[config.mk]
export PLATFORM = sky130hd
export DESIGN_NAME = cpwm_top
export DESIGN_NICKNAME = d
export VERILOG_FILES = /design/src/rtl/cpwm_pkg.sv /design/src/rtl/cpwm_regs.sv /design/src/rtl/cpwm_counter.sv /design/src/rtl/cpwm_fault_filter.sv /design/src/rtl/cpwm_pair_out.sv /design/src/rtl/cpwm_top.sv
export SDC_FILE = /design/constraint.sdc
export NUM_CORES = 1
export LEC_CHECK = 0
export ABC_AREA = 0
export BUFFER_PORTS_ARGS = -buffer_cell sky130_fd_sc_hd__buf_2
export CORE_UTILIZATION = 57
export DETAILED_ROUTE_END_ITERATION = 16
export PLACE_DENSITY = 0.74
export SLEW_MARGIN = 20
export SYNTH_ARGS = -nofsm -noshare
export SYNTH_HDL_FRONTEND = slang
export SYNTH_SLANG_ARGS = --single-unit
[constraint.sdc]
create_clock -name clk_i -period 6.3 [get_ports clk_i]
set_clock_uncertainty 0.2 [all_clocks]
set_input_delay 0.315 -clock clk_i [delete_from_list [all_inputs] [get_ports clk_i]]
set_output_delay 0.315 -clock clk_i [all_outputs]
set_load 0.03 [all_outputs]
[src/rtl/cpwm_pkg.sv]
package cpwm_pkg;
  localparam int ADDR_W = 4;
  localparam logic [ADDR_W-1:0] ADR_CTRL   = 4'd0;
  localparam logic [ADDR_W-1:0] ADR_PERIOD = 4'd1;
  localparam logic [ADDR_W-1:0] ADR_DUTY0  = 4'd2;
  localparam logic [ADDR_W-1:0] ADR_FLEN   = 4'd5;
  localparam logic [ADDR_W-1:0] ADR_FMAP   = 4'd6;
  localparam logic [ADDR_W-1:0] ADR_SRC    = 4'd7;
  localparam logic [ADDR_W-1:0] ADR_FCLR   = 4'd8;
  localparam int CTRL_RUN  = 0;
  localparam int CTRL_CTR  = 1;
  localparam int CTRL_LDOK = 2;
endpackage

[src/rtl/cpwm_regs.sv]
module cpwm_regs
  import cpwm_pkg::*;
#(
  parameter int CNT_W   = 15,
  parameter int N_PAIRS = 3,
  parameter int N_FLT   = 4,
  parameter int FLEN_W  = 3,
  parameter int DATA_W  = 16
) (
  input  logic                                clk_i,
  input  logic                                rst_ni,
  input  logic                                wr_en_i,
  input  logic [ADDR_W-1:0]                   wr_addr_i,
  input  logic [DATA_W-1:0]                   wr_data_i,
  input  logic                                reload_i,
  output logic                                run_o,
  output logic                                center_o,
  output logic [CNT_W-1:0]                    period_o,
  output logic [N_PAIRS-1:0][CNT_W-1:0]       duty_o,
  output logic [N_FLT-1:0][FLEN_W-1:0]        flen_o,
  output logic [N_FLT-1:0][N_PAIRS-1:0]       fmap_o,
  output logic [N_PAIRS-1:0]                  src_o,
  output logic [N_FLT-1:0]                    fclr_o
);
  logic                          run_q, ctr_q, ldok_q;
  logic [CNT_W-1:0]              per_b_q, per_q;
  logic [N_PAIRS-1:0][CNT_W-1:0] duty_b_q, duty_q;
  logic [N_FLT-1:0][FLEN_W-1:0]  flen_q;
  logic [N_FLT-1:0][N_PAIRS-1:0] fmap_q;
  logic [N_PAIRS-1:0]            src_q;
  logic [N_PAIRS-1:0]            hit_duty;
  logic                          hit_ctrl, ldok_set, xfer;
  logic                          unused_data;

  assign unused_data = ^wr_data_i;
  assign hit_ctrl = wr_en_i && (wr_addr_i == ADR_CTRL);
  assign ldok_set = hit_ctrl && wr_data_i[CTRL_LDOK];
  assign xfer     = reload_i && ldok_q;

  for (genvar p = 0; p < N_PAIRS; p++) begin : g_duty_dec
    localparam logic [ADDR_W-1:0] ADR_P = ADR_DUTY0 + ADDR_W'(p);
    assign hit_duty[p] = wr_en_i && (wr_addr_i == ADR_P);
  end

  always_ff @(posedge clk_i or negedge rst_ni) begin
    if (!rst_ni) begin
      run_q    <= 1'b0;
      ctr_q    <= 1'b0;
      ldok_q   <= 1'b0;
      per_b_q  <= '0;
      per_q    <= '0;
      duty_b_q <= '0;
      duty_q   <= '0;
      flen_q   <= '0;
      fmap_q   <= '0;
      src_q    <= '0;
    end else begin
      if (hit_ctrl) begin
        run_q <= wr_data_i[CTRL_RUN];
        ctr_q <= wr_data_i[CTRL_CTR];
      end
      ldok_q <= (ldok_q && !reload_i) || ldok_set;
      if (wr_en_i && wr_addr_i == ADR_PERIOD) per_b_q <= wr_data_i[CNT_W-1:0];
      for (int p = 0; p < N_PAIRS; p++)
        if (hit_duty[p]) duty_b_q[p] <= wr_data_i[CNT_W-1:0];
      if (xfer) begin
        per_q  <= per_b_q;
        duty_q <= duty_b_q;
      end
      if (wr_en_i && wr_addr_i == ADR_FLEN) flen_q <= wr_data_i[N_FLT*FLEN_W-1:0];
      if (wr_en_i && wr_addr_i == ADR_FMAP) fmap_q <= wr_data_i[N_FLT*N_PAIRS-1:0];
      if (wr_en_i && wr_addr_i == ADR_SRC)  src_q  <= wr_data_i[N_PAIRS-1:0];
    end
  end

  assign fclr_o   = (wr_en_i && wr_addr_i == ADR_FCLR) ? wr_data_i[N_FLT-1:0] : '0;
  assign run_o    = run_q;
  assign center_o = ctr_q;
  assign period_o = per_q;
  assign duty_o   = duty_q;
  assign flen_o   = flen_q;
  assign fmap_o   = fmap_q;
  assign src_o    = src_q;

  // working values move only on an armed reload
  a_r4_hold_active: assert property (@(posedge clk_i) disable iff (!rst_ni)
    !(reload_i && ldok_q) |=> ($stable(per_q) && $stable(duty_q)));
  // permit disarms after the transfer
  a_r5_ldok_clears: assert property (@(posedge clk_i) disable iff (!rst_ni)
    (reload_i && ldok_q && !ldok_set) |=> !ldok_q);
endmodule

[src/rtl/cpwm_counter.sv]
module cpwm_counter #(
  parameter int CNT_W = 15
) (
  input  logic             clk_i,
  input  logic             rst_ni,
  input  logic             run_i,
  input  logic             center_i,
  input  logic [CNT_W-1:0] period_i,
  output logic [CNT_W-1:0] cnt_o,
  output logic             reload_o
);
  localparam logic [CNT_W-1:0] ONE = CNT_W'(1);

  logic [CNT_W-1:0] cnt_q, cnt_d;
  logic             up_q, up_d, reload;
  logic             edge_wrap;

  assign edge_wrap = ({1'b0, cnt_q} + (CNT_W+1)'(1)) >= {1'b0, period_i};

  always_comb begin
    cnt_d  = '0;
    up_d   = 1'b1;
    reload = 1'b0;
    if (!run_i) begin
      reload = 1'b1;
    end else if (!center_i) begin
      if (edge_wrap) reload = 1'b1;
      else           cnt_d  = cnt_q + ONE;
    end else if (up_q && cnt_q < period_i) begin
      cnt_d = cnt_q + ONE;
    end else if (cnt_q <= ONE) begin
      reload = 1'b1;                    // bottom of the down slope
    end else begin
      cnt_d = cnt_q - ONE;
      up_d  = 1'b0;
    end
  end

  always_ff @(posedge clk_i or negedge rst_ni) begin
    if (!rst_ni) begin
      cnt_q <= '0;
      up_q  <= 1'b1;
    end else begin
      cnt_q <= cnt_d;
      up_q  <= up_d;
    end
  end

  assign cnt_o    = cnt_q;
  assign reload_o = reload;

  a_r2_cnt_in_range: assert property (@(posedge clk_i) disable iff (!rst_ni)
    cnt_q <= period_i);
  a_r11_stop_zero: assert property (@(posedge clk_i) disable iff (!rst_ni)
    !run_i |=> cnt_q == '0);
endmodule

[src/rtl/cpwm_fault_filter.sv]
module cpwm_fault_filter #(
  parameter int FLEN_W = 3
) (
  input  logic              clk_i,
  input  logic              rst_ni,
  input  logic              fault_i,
  input  logic [FLEN_W-1:0] len_i,
  input  logic              clr_i,
  output logic              flag_o
);
  logic              filt_q, filt_d, flag_q, flag_d;
  logic [FLEN_W-1:0] run_q, run_d;

  always_comb begin
    filt_d = filt_q;
    run_d  = '0;
    if (fault_i != filt_q) begin
      if (run_q >= len_i) filt_d = fault_i;   // len_i+1 equal samples seen
      else                run_d  = run_q + FLEN_W'(1);
    end
    flag_d = (flag_q && !clr_i) || filt_d;
  end

  always_ff @(posedge clk_i or negedge rst_ni) begin
    if (!rst_ni) begin
      filt_q <= 1'b0;
      run_q  <= '0;
      flag_q <= 1'b0;
    end else begin
      filt_q <= filt_d;
      run_q  <= run_d;
      flag_q <= flag_d;
    end
  end

  assign flag_o = flag_q;

  a_r6_filt_follows_input: assert property (@(posedge clk_i) disable iff (!rst_ni)
    $rose(filt_q) |-> $past(fault_i));
  a_r8_flag_sticky: assert property (@(posedge clk_i) disable iff (!rst_ni)
    (flag_q && !clr_i) |=> flag_q);
endmodule

[src/rtl/cpwm_pair_out.sv]
module cpwm_pair_out (
  input  logic clk_i,
  input  logic rst_ni,
  input  logic demand_i,
  input  logic fault_i,
  output logic hi_o,
  output logic lo_o
);
  logic hi_q, lo_q;

  // a side turns on only once its partner is already off: one idle clock per switch
  always_ff @(posedge clk_i or negedge rst_ni) begin
    if (!rst_ni) begin
      hi_q <= 1'b0;
      lo_q <= 1'b0;
    end else if (fault_i) begin
      hi_q <= 1'b0;
      lo_q <= 1'b0;
    end else if (demand_i) begin
      hi_q <= !lo_q;
      lo_q <= 1'b0;
    end else begin
      hi_q <= 1'b0;
      lo_q <= !hi_q;
    end
  end

  assign hi_o = hi_q;
  assign lo_o = lo_q;

  a_r7_fault_off: assert property (@(posedge clk_i) disable iff (!rst_ni)
    fault_i |=> (!hi_q && !lo_q));
  a_r10_no_overlap: assert property (@(posedge clk_i) disable iff (!rst_ni)
    !(hi_q && lo_q));
  a_r10_hi_gap: assert property (@(posedge clk_i) disable iff (!rst_ni)
    $rose(hi_q) |-> !$past(lo_q));
  a_r10_lo_gap: assert property (@(posedge clk_i) disable iff (!rst_ni)
    $rose(lo_q) |-> !$past(hi_q));
endmodule

[src/rtl/cpwm_top.sv]
module cpwm_top
  import cpwm_pkg::*;
#(
  parameter int CNT_W   = 15,
  parameter int N_PAIRS = 3,
  parameter int N_FLT   = 4,
  parameter int FLEN_W  = 3,
  parameter int DATA_W  = 16
) (
  input  logic                   clk_i,
  input  logic                   rst_ni,
  input  logic                   wr_en_i,
  input  logic [ADDR_W-1:0]      wr_addr_i,
  input  logic [DATA_W-1:0]      wr_data_i,
  input  logic [N_FLT-1:0]       fault_i,
  input  logic [N_PAIRS-1:0]     ovr_i,
  output logic [2*N_PAIRS-1:0]   pwm_o,
  output logic [N_FLT-1:0]       fault_flag_o
);
  logic                          run, center, reload;
  logic [CNT_W-1:0]              period, cnt;
  logic [N_PAIRS-1:0][CNT_W-1:0] duty;
  logic [N_FLT-1:0][FLEN_W-1:0]  flen;
  logic [N_FLT-1:0][N_PAIRS-1:0] fmap;
  logic [N_PAIRS-1:0]            src, demand, pair_flt;
  logic [N_FLT-1:0]              fclr, flags;

  cpwm_regs #(
    .CNT_W(CNT_W), .N_PAIRS(N_PAIRS), .N_FLT(N_FLT), .FLEN_W(FLEN_W), .DATA_W(DATA_W)
  ) u_regs (
    .clk_i, .rst_ni, .wr_en_i, .wr_addr_i, .wr_data_i,
    .reload_i(reload), .run_o(run), .center_o(center), .period_o(period),
    .duty_o(duty), .flen_o(flen), .fmap_o(fmap), .src_o(src), .fclr_o(fclr)
  );

  cpwm_counter #(.CNT_W(CNT_W)) u_cnt (
    .clk_i, .rst_ni, .run_i(run), .center_i(center), .period_i(period),
    .cnt_o(cnt), .reload_o(reload)
  );

  for (genvar k = 0; k < N_FLT; k++) begin : g_flt
    cpwm_fault_filter #(.FLEN_W(FLEN_W)) u_filt (
      .clk_i, .rst_ni, .fault_i(fault_i[k]), .len_i(flen[k]),
      .clr_i(fclr[k]), .flag_o(flags[k])
    );
  end

  always_comb begin
    pair_flt = '0;
    for (int p = 0; p < N_PAIRS; p++)
      for (int k = 0; k < N_FLT; k++)
        if (flags[k] && fmap[k][p]) pair_flt[p] = 1'b1;
  end

  for (genvar p = 0; p < N_PAIRS; p++) begin : g_pair
    assign demand[p] = src[p] ? ovr_i[p] : (run && (cnt < duty[p]));
    cpwm_pair_out u_out (
      .clk_i, .rst_ni, .demand_i(demand[p]), .fault_i(pair_flt[p]),
      .hi_o(pwm_o[2*p]), .lo_o(pwm_o[2*p+1])
    );
    // an overridden, unfaulted pair follows its override within two clocks
    a_r9_override_hi: assert property (@(posedge clk_i) disable iff (!rst_ni)
      (src[p] && !pair_flt[p] && ovr_i[p] && pwm_o[2*p]) |=> pwm_o[2*p] || pair_flt[p] || !ovr_i[p] || !src[p]);
  end

  assign fault_flag_o = flags;
endmodule

## Yosys cells after proc, flatten, opt, wreduce, memory -nomap -nowiden

Index checks and enable logic that the tools add are counted.

| storage, ports and cells | value |
|---|---|
| register bits after elaboration | 192 |
| input bits | 30 |
| word-level logic and storage cells | 175 |

| cells by class | value |
|---|---|
| add/subtract/negate cells | 7 |
| $lt $le $gt $ge | 10 |
| equal/unequal tests | 12 |
| multiplexer cells | 57 |
| reductions and logical operators | 49 |

Operators by type and width:

| cell | count |
|---|---|
| 15-bit 2-to-1 mux | 5 |
| 15-bit < comparator | 4 |
| 1-bit 2-to-1 mux | 43 |
| 1-bit logical AND | 32 |
| 3-bit 2-to-1 mux | 8 |
| 15-bit by 1-bit adder with 16-bit output (second input constant) | 1 |
| 4-bit by 3-bit == test with 1-bit output (second input constant) | 4 |
| 16-bit by 15-bit greater-or-equal comparator with 1-bit output | 1 |
| 15-bit by 1-bit adder with 15-bit output (second input constant) | 1 |
| 15-bit by 1-bit less-or-equal comparator with 1-bit output (second input constant) | 1 |
| 15-bit by 1-bit subtractor with 15-bit output (second input constant) | 1 |
| 3-bit by 1-bit adder with 3-bit output (second input constant) | 4 |
| 3-bit greater-or-equal comparator | 4 |
| 1-bit logical NOT | 11 |
| 4-bit by 2-bit == test with 1-bit output (second input constant) | 2 |
| 1-bit logical OR | 5 |
| 4-bit by 1-bit == test with 1-bit output (second input constant) | 1 |
| 4-bit == test (second input constant) | 1 |
| 4-bit logical NOT | 1 |
| 4-bit 2-to-1 mux | 1 |
| 1-bit inequality test | 4 |

## Depth between registers and ports, before layout

| logic depth | value |
|---|---|
| depth in word-level cells | 8 |
| gate-level depth with buffers | 13 |
| gate-level depth less buffers | 11 |

## By module

Synthesis repeated with hierarchy kept, for this count alone.

| second synthesis, totals | value |
|---|---|
| cells, all modules | 872 |
| area total of the unflattened synthesis | 10,273.6 um2 |

By module, submodules not included:

| module | instances | cells each | area an instance (um2) | seq. area each (um2) |
|---|---|---|---|---|
| cpwm_regs | 1 | 338 | 5,724.2 | 3,753.6 |
| cpwm_counter | 1 | 239 | 1,985.7 | 401.6 |
| cpwm_fault_filter | 4 | 28 | 300.3 | 125.1 |
| cpwm_top | 1 | 171 | 1,144.8 | 0.0 |
| cpwm_pair_out | 3 | 4 | 72.6 | 50.0 |

## Least setup slack after synthesis

OpenSTA, ideal clock, no wires.

| path | value |
|---|---|
| path type | register to register |
| start | register u_cnt.cnt_q[2] (netlist: u_cnt.cnt_o[2]) |
| end | register u_regs.duty_q (netlist bit u_regs.duty_o[0]) |
| arrival time | 3.452 ns |
| data required time | 5.975 ns |
| path slack | 2.523 ns |
| cell stages (with the launch flop) | 14 |
| buffers on the path | 2 |
| clock period less this slack | 3.777 ns |
| cell sequence | dfrtp_1 -> clkbuf_1 -> and4_1 -> nand2_1 -> or3_1 -> xnor2_1 -> ha_1 -> nand3_1 -> nor4_1 -> a221oi_1 -> a22oi_1 -> o21ai_4 -> buf_6 -> mux2_4 |

| between the ends | value |
|---|---|
| word-level cells in the longest chain between the ends | 6 |
| elaborated cells on any way between the ends | 11 |
| those cells by class | add/sub: 1; order compare: 3; mux: 5; reduce/logical: 2 |

Ends and longest elaborated chain:

| item | RTL line | RTL |
|---|---|---|
| start, declared | cpwm_counter.sv:14 | `logic [CNT_W-1:0] cnt_q, cnt_d;` |
| start signal, assigned | cpwm_counter.sv:44 | `cnt_q <= cnt_d;` |
| 15-bit by 1-bit adder with 16-bit output, or another cell as far along | cpwm_counter.sv:18 | `assign edge_wrap = ({1'b0, cnt_q} + (CNT_W+1)'(1)) >= {1'b0, period_i};` |
| 16-bit by 15-bit greater-or-equal comparator with 1-bit output, or another cell as far along | cpwm_counter.sv:18 |  |
| 1-bit 2-to-1 mux, on equally long branches | cpwm_counter.sv:27, cpwm_counter.sv:29 |  |
| 1-bit 2-to-1 mux (*) | cpwm_counter.sv:26 | `end else if (!center_i) begin` |
| 1-bit 2-to-1 mux (*) | cpwm_counter.sv:24 | `if (!run_i) begin` |
| 1-bit logical AND (*) | cpwm_regs.sv:38 | `assign xfer = reload_i && ldok_q;` |
| end signal, assigned | cpwm_regs.sv:68 | `duty_q <= duty_b_q;` |
| end, declared | cpwm_regs.sv:27 | `logic [N_PAIRS-1:0][CNT_W-1:0] duty_b_q, duty_q;` |

Every way passes the cells marked *; elsewhere a longest branch is shown, timed or not.
A chain may end at the register's enable or synchronous reset.

## Final worst setup path

| path | value |
|---|---|
| start | register u_cnt.cnt_q[2] (netlist: u_cnt.cnt_o[2]) |
| end | register u_regs.duty_q (netlist bit u_regs.duty_o[42]) |

Same word-level chain as after synthesis.

==> results.txt <==
* #FFs+latches synth: 192
- In the final layout, the share of cells above drive strength 1 is 0.240.
- Die Ht: 137 µm
- Number of H-tree levels: 4
- Counting every sink on the clock net gives 192.
* Post-synth design cell area: 10300 µm²
* Area fraction of the dominant cell type after synthesis: 0.463
* Via count: 6523
* Post-synth EDFFs: 0
* Share of async-settable or async-resettable flops after synthesis: 1.00
- Synth warn: 0
* Post-route insts no fill: 1151
- Most common library cells after synthesis: sky130_fd_sc_hd__dfrtp_1, sky130_fd_sc_hd__ha_1, sky130_fd_sc_hd__mux2_2, sky130_fd_sc_hd__inv_1, sky130_fd_sc_hd__mux2_4
- Initial antenna violation count: 0
* Count of unresolved DRC violations after routing: 0
* Largest net degree at the start of global routing: 128
- Clock latency at the later pin of the worst-skew pair: 0.43 ns
* Standard-cell rows: 48
* Crit path DAT: 4.81 ns
- Synthesis handed over a netlist of 880 instances.
* Met3 routing resource usage after global routing: 0.0393
- Worst supply voltage drop on vdd: 0.000262 V
- After detailed routing, the total wire length is 20.9 mm.
* RR Endpoint: u_regs.duty_o[42]$_DFFE_PN0P_
- The final number of hold-violating endpoints was 0.
* Switching fraction of total power: 0.393
- Achievable Freq: 213 MHz
- The worst setup path is launched from a flop.
- First-pass detailed-route iteration total: 4
* Critical path data required time: 6.41 ns
- Measured in cells, the most critical reg-to-reg path has a length of 13.
- Number of nets produced by synthesis: 1001
* Most frequently used cell type in the post-synthesis netlist: sky130_fd_sc_hd__dfrtp_1
* Via density per instance: 5.67
- Setup violations, final: 0
* Clk network pwr share: 0.190
- Average wire per standard cell: 18.1 µm
* Setup CP Type: flop to flop
- The share of total power dissipated in combinational logic is 0.462.
- At the pin with the least slew margin, the transition time is 1.04 ns.
- For this run, the total global-route usage over all layers was measured as 0.247.
- N_diodes: 0
* Number of DRC markers after the initial detailed-route iteration: 337
- Counting I/O delays and the setup requirement, the final critical path takes 4.70 ns.
* Number of buffers inserted by port buffering: 38
- Global routing finished with a remaining overflow of 0.
* First-pass GRT wire length: 34.7 mm
- Setup slack of the most critical reg-to-reg path: 1.60 ns
- The worst hold path belongs to the class input port to flop.
* Core Area: 17500 µm²
* Leakage power summed over all cells: 5.65 nW
- The worst hold path terminates at u_regs.duty_b_q[12]$_DFFE_PN0P_.
- Initial Util: 0.591
* Worst flop-to-flop path startpoint: u_cnt.cnt_o[2]$_DFF_PN0_
- Ys flop type: sky130_fd_sc_hd__dfrtp_1
- Counting along the longest clock path gives a buffer depth of 2.
- Setup repair after global routing left no endpoint under its margin.
- Hold path start: wr_data_i[12]
- Endpoint kind of the worst setup timing path: flop
* ANT nets after route: 0
- In the global route stage, met2 resource usage came out at 0.396.
- Busiest grt layer: met2
- Along the worst path, the maximum fanout reaches 45.
- Final Wtd Congestion: 0.884
- # Max-Cap Violations: 0
- Clock Root Buffer: sky130_fd_sc_hd__clkbuf_16
* Worst hold slack across all endpoints: 0.0174 ns
* Worst slack at placement: 1.63 ns
- Number of global-route vias before repair: 6667
- TritonCTS built the clock tree.
- Number of buffers created by CTS: 17
- In this run the tightest slew margin relative to its limit is 0.303.
- Detailed placement finished with a half-perimeter wire length of 14.5 mm.
* Hold path cells: 2
* Final count of pins violating max slew: 0
- Synth area leaders: sky130_fd_sc_hd__dfrtp_1, sky130_fd_sc_hd__ha_1, sky130_fd_sc_hd__mux2_2
- Distinct cell type count of the synthesized netlist: 49
- 40 I/O pins were placed.
- P&R area growth vs syn: 9.86%
- The average instance in the mapped netlist occupies 11.7 µm².
- The floorplan step set the die width to 137 µm.
- Total power divided by cell area: 492 nW/µm²
* Number of post-CTS setup repair buffers: 0
- Fin Setup TNS: 0 ns
- For met1 alone, demand over resource in global routing was 0.340.
- Area enclosed by the die boundary: 18700 µm²
- The share of the Yosys chip area taken by registers is 0.465.
- The final layout contains 1036 nets.
* Run status: finished, final reports clean
- Cell internal power dissipation: 3.39 mW
- Final period util: 0.745
- Post-route worst setup slack: 1.60 ns
- Clock transition at path regs: 0.07 ns
- Sequential power share: 0.347
* Switching power: 2.19 mW
- Including well taps, the total number of placed cells is 1107.
* Yosys top cell by area: sky130_fd_sc_hd__dfrtp_1
[worst max path at each step]
stage,start,end,slack [ns],cells past startpoint
after detailed placement,u_cnt.cnt_o[2]$_DFF_PN0_,u_regs.duty_o[44]$_DFFE_PN0P_,1.63,13
after global placement,u_cnt.cnt_o[2]$_DFF_PN0_,u_regs.duty_o[29]$_DFFE_PN0P_,1.70,13
after global routing,u_cnt.cnt_o[2]$_DFF_PN0_,u_regs.duty_o[12]$_DFFE_PN0P_,1.36,13
after floorplan,u_cnt.cnt_o[2]$_DFF_PN0_,u_regs.duty_o[0]$_DFFE_PN0P_,2.52,13
final,u_cnt.cnt_o[2]$_DFF_PN0_,u_regs.duty_o[42]$_DFFE_PN0P_,1.60,13
after CTS,u_cnt.cnt_o[2]$_DFF_PN0_,u_regs.duty_o[27]$_DFFE_PN0P_,1.63,13
[power groups by stage]
stage | logic, mW | clock network (mW) | registers (mW)
5_1_grt | 2.91 | 1.13 | 1.99
6_report | 2.58 | 1.06 | 1.94
4_1_cts | 2.58 | 1.08 | 1.94
3_5_place_dp | 2.54 | 0 | 1.96
2_1_floorplan | 2.07 | 0 | 1.80
3_3_place_gp | 2.47 | 0 | 1.94
[layout make-up]
type,instances,area [µm²]
Sequential cell,192,4810
Inverter,76,285
Multi-Input combinational cell,571,5010
Timing Repair Buffer,57,407
Clock inverter,8,105
Fill cell,1347,6130
Tap cell,225,282
Clock buffer,22,454
[layout by cell type (no fill, tap or decap), types with 3 or more instances in the layout]
cell                            count
sky130_fd_sc_hd__nor3_1             8
sky130_fd_sc_hd__xnor2_1           16
sky130_fd_sc_hd__xor2_1            15
sky130_fd_sc_hd__nand2_1           45
sky130_fd_sc_hd__nor2_1            56
sky130_fd_sc_hd__a32oi_1            3
sky130_fd_sc_hd__a211oi_1          15
sky130_fd_sc_hd__nor2b_1            5
sky130_fd_sc_hd__or3_1              3
sky130_fd_sc_hd__and3b_1            3
sky130_fd_sc_hd__inv_1             76
sky130_fd_sc_hd__nand3_1           14
sky130_fd_sc_hd__a21oi_1           26
sky130_fd_sc_hd__clkbuf_16         17
sky130_fd_sc_hd__mux2_4            60
sky130_fd_sc_hd__buf_4              4
sky130_fd_sc_hd__buf_2             37
sky130_fd_sc_hd__and4_1             4
sky130_fd_sc_hd__and3_1             7
sky130_fd_sc_hd__o21ai_0           23
sky130_fd_sc_hd__nand2b_1          12
sky130_fd_sc_hd__dlygate4sd3_1     13
sky130_fd_sc_hd__or4_1              3
sky130_fd_sc_hd__a221o_1            3
sky130_fd_sc_hd__mux2_2            85
sky130_fd_sc_hd__nand4_1           10
sky130_fd_sc_hd__a22oi_1            8
sky130_fd_sc_hd__ha_1              91
sky130_fd_sc_hd__dfrtp_1          191
sky130_fd_sc_hd__nand3b_1           8
sky130_fd_sc_hd__nor4_1             4
sky130_fd_sc_hd__a21o_1            24
sky130_fd_sc_hd__clkbuf_1           4
[flip-flops by register name, indices dropped and copies added (netlist names), 4 cells and up]
| name | cells |
|---|---|
| g_flt.u_filt.run_q | 12 |
| u_regs.fmap_o | 12 |
| g_flt.u_filt.filt_q | 4 |
| u_regs.duty_o | 45 |
| u_cnt.cnt_o | 15 |
| g_flt.u_filt.flag_o | 4 |
| u_regs.duty_b_q | 45 |
| u_regs.period_o | 15 |
| u_regs.flen_o | 12 |
| u_regs.per_b_q | 15 |
[routing by layer]
metal,share of wire,up-vias
met3,0.032,31
li1,-,3133
met4,0.021,0
met2,0.47,134
met1,0.47,3225
met5,0,-
[worst max-delay path, stage by stage (launching register included)]
cell	delay (ns)
sky130_fd_sc_hd__dfrtp_1	0.64
sky130_fd_sc_hd__and4_1	0.34
sky130_fd_sc_hd__nand2_1	0.10
sky130_fd_sc_hd__or3_1	0.40
sky130_fd_sc_hd__xnor2_1	0.21
sky130_fd_sc_hd__ha_1	0.26
sky130_fd_sc_hd__nand3_1	0.14
sky130_fd_sc_hd__nor4_1	0.08
sky130_fd_sc_hd__a221oi_1	0.26
sky130_fd_sc_hd__a22oi_1	0.23
sky130_fd_sc_hd__buf_4	0.25
sky130_fd_sc_hd__o21ai_4	0.66
sky130_fd_sc_hd__buf_12	0.38
sky130_fd_sc_hd__mux2_4	0.33
[timing repair]
| item | CTS | global route |
|---|---|---|
| resized for setup | 0 | 0 |
| hold endpoints to repair | 140 | 0 |
| hold buffers | 13 | 0 |
[cells by family (layout without fill, tap and decap cells)]
| kind of cell | count (synthesis) | in the layout | share of synthesized area |
|---|---|---|---|
| xor+xnor | 31 | 31 | 0.0263 |
| mux | 145 | 145 | 0.180 |
| buf+inv | 117 | 163 | 0.0507 |
| fa+ha+maj | 91 | 91 | 0.110 |
| compound gates | 115 | 115 | 0.0758 |
| flops | 192 | 192 | 0.465 |
| simple gates | 189 | 189 | 0.0919 |
[through the flow]
| stage | power, mW | instance area (µm²) | utilization |
|---|---|---|---|
| after CTS | 5.59 | 11300 | 0.648 |
| after detailed placement | 4.50 | 10600 | 0.608 |
| after global placement | 4.41 | 10600 | 0.608 |
| after floorplan | 3.87 | 10300 | - |
| after global routing | 6.02 | 11300 | 0.649 |
| final | 5.58 | 11300 | 0.649 |
Note: power is estimated with default switching activity, not from simulation.
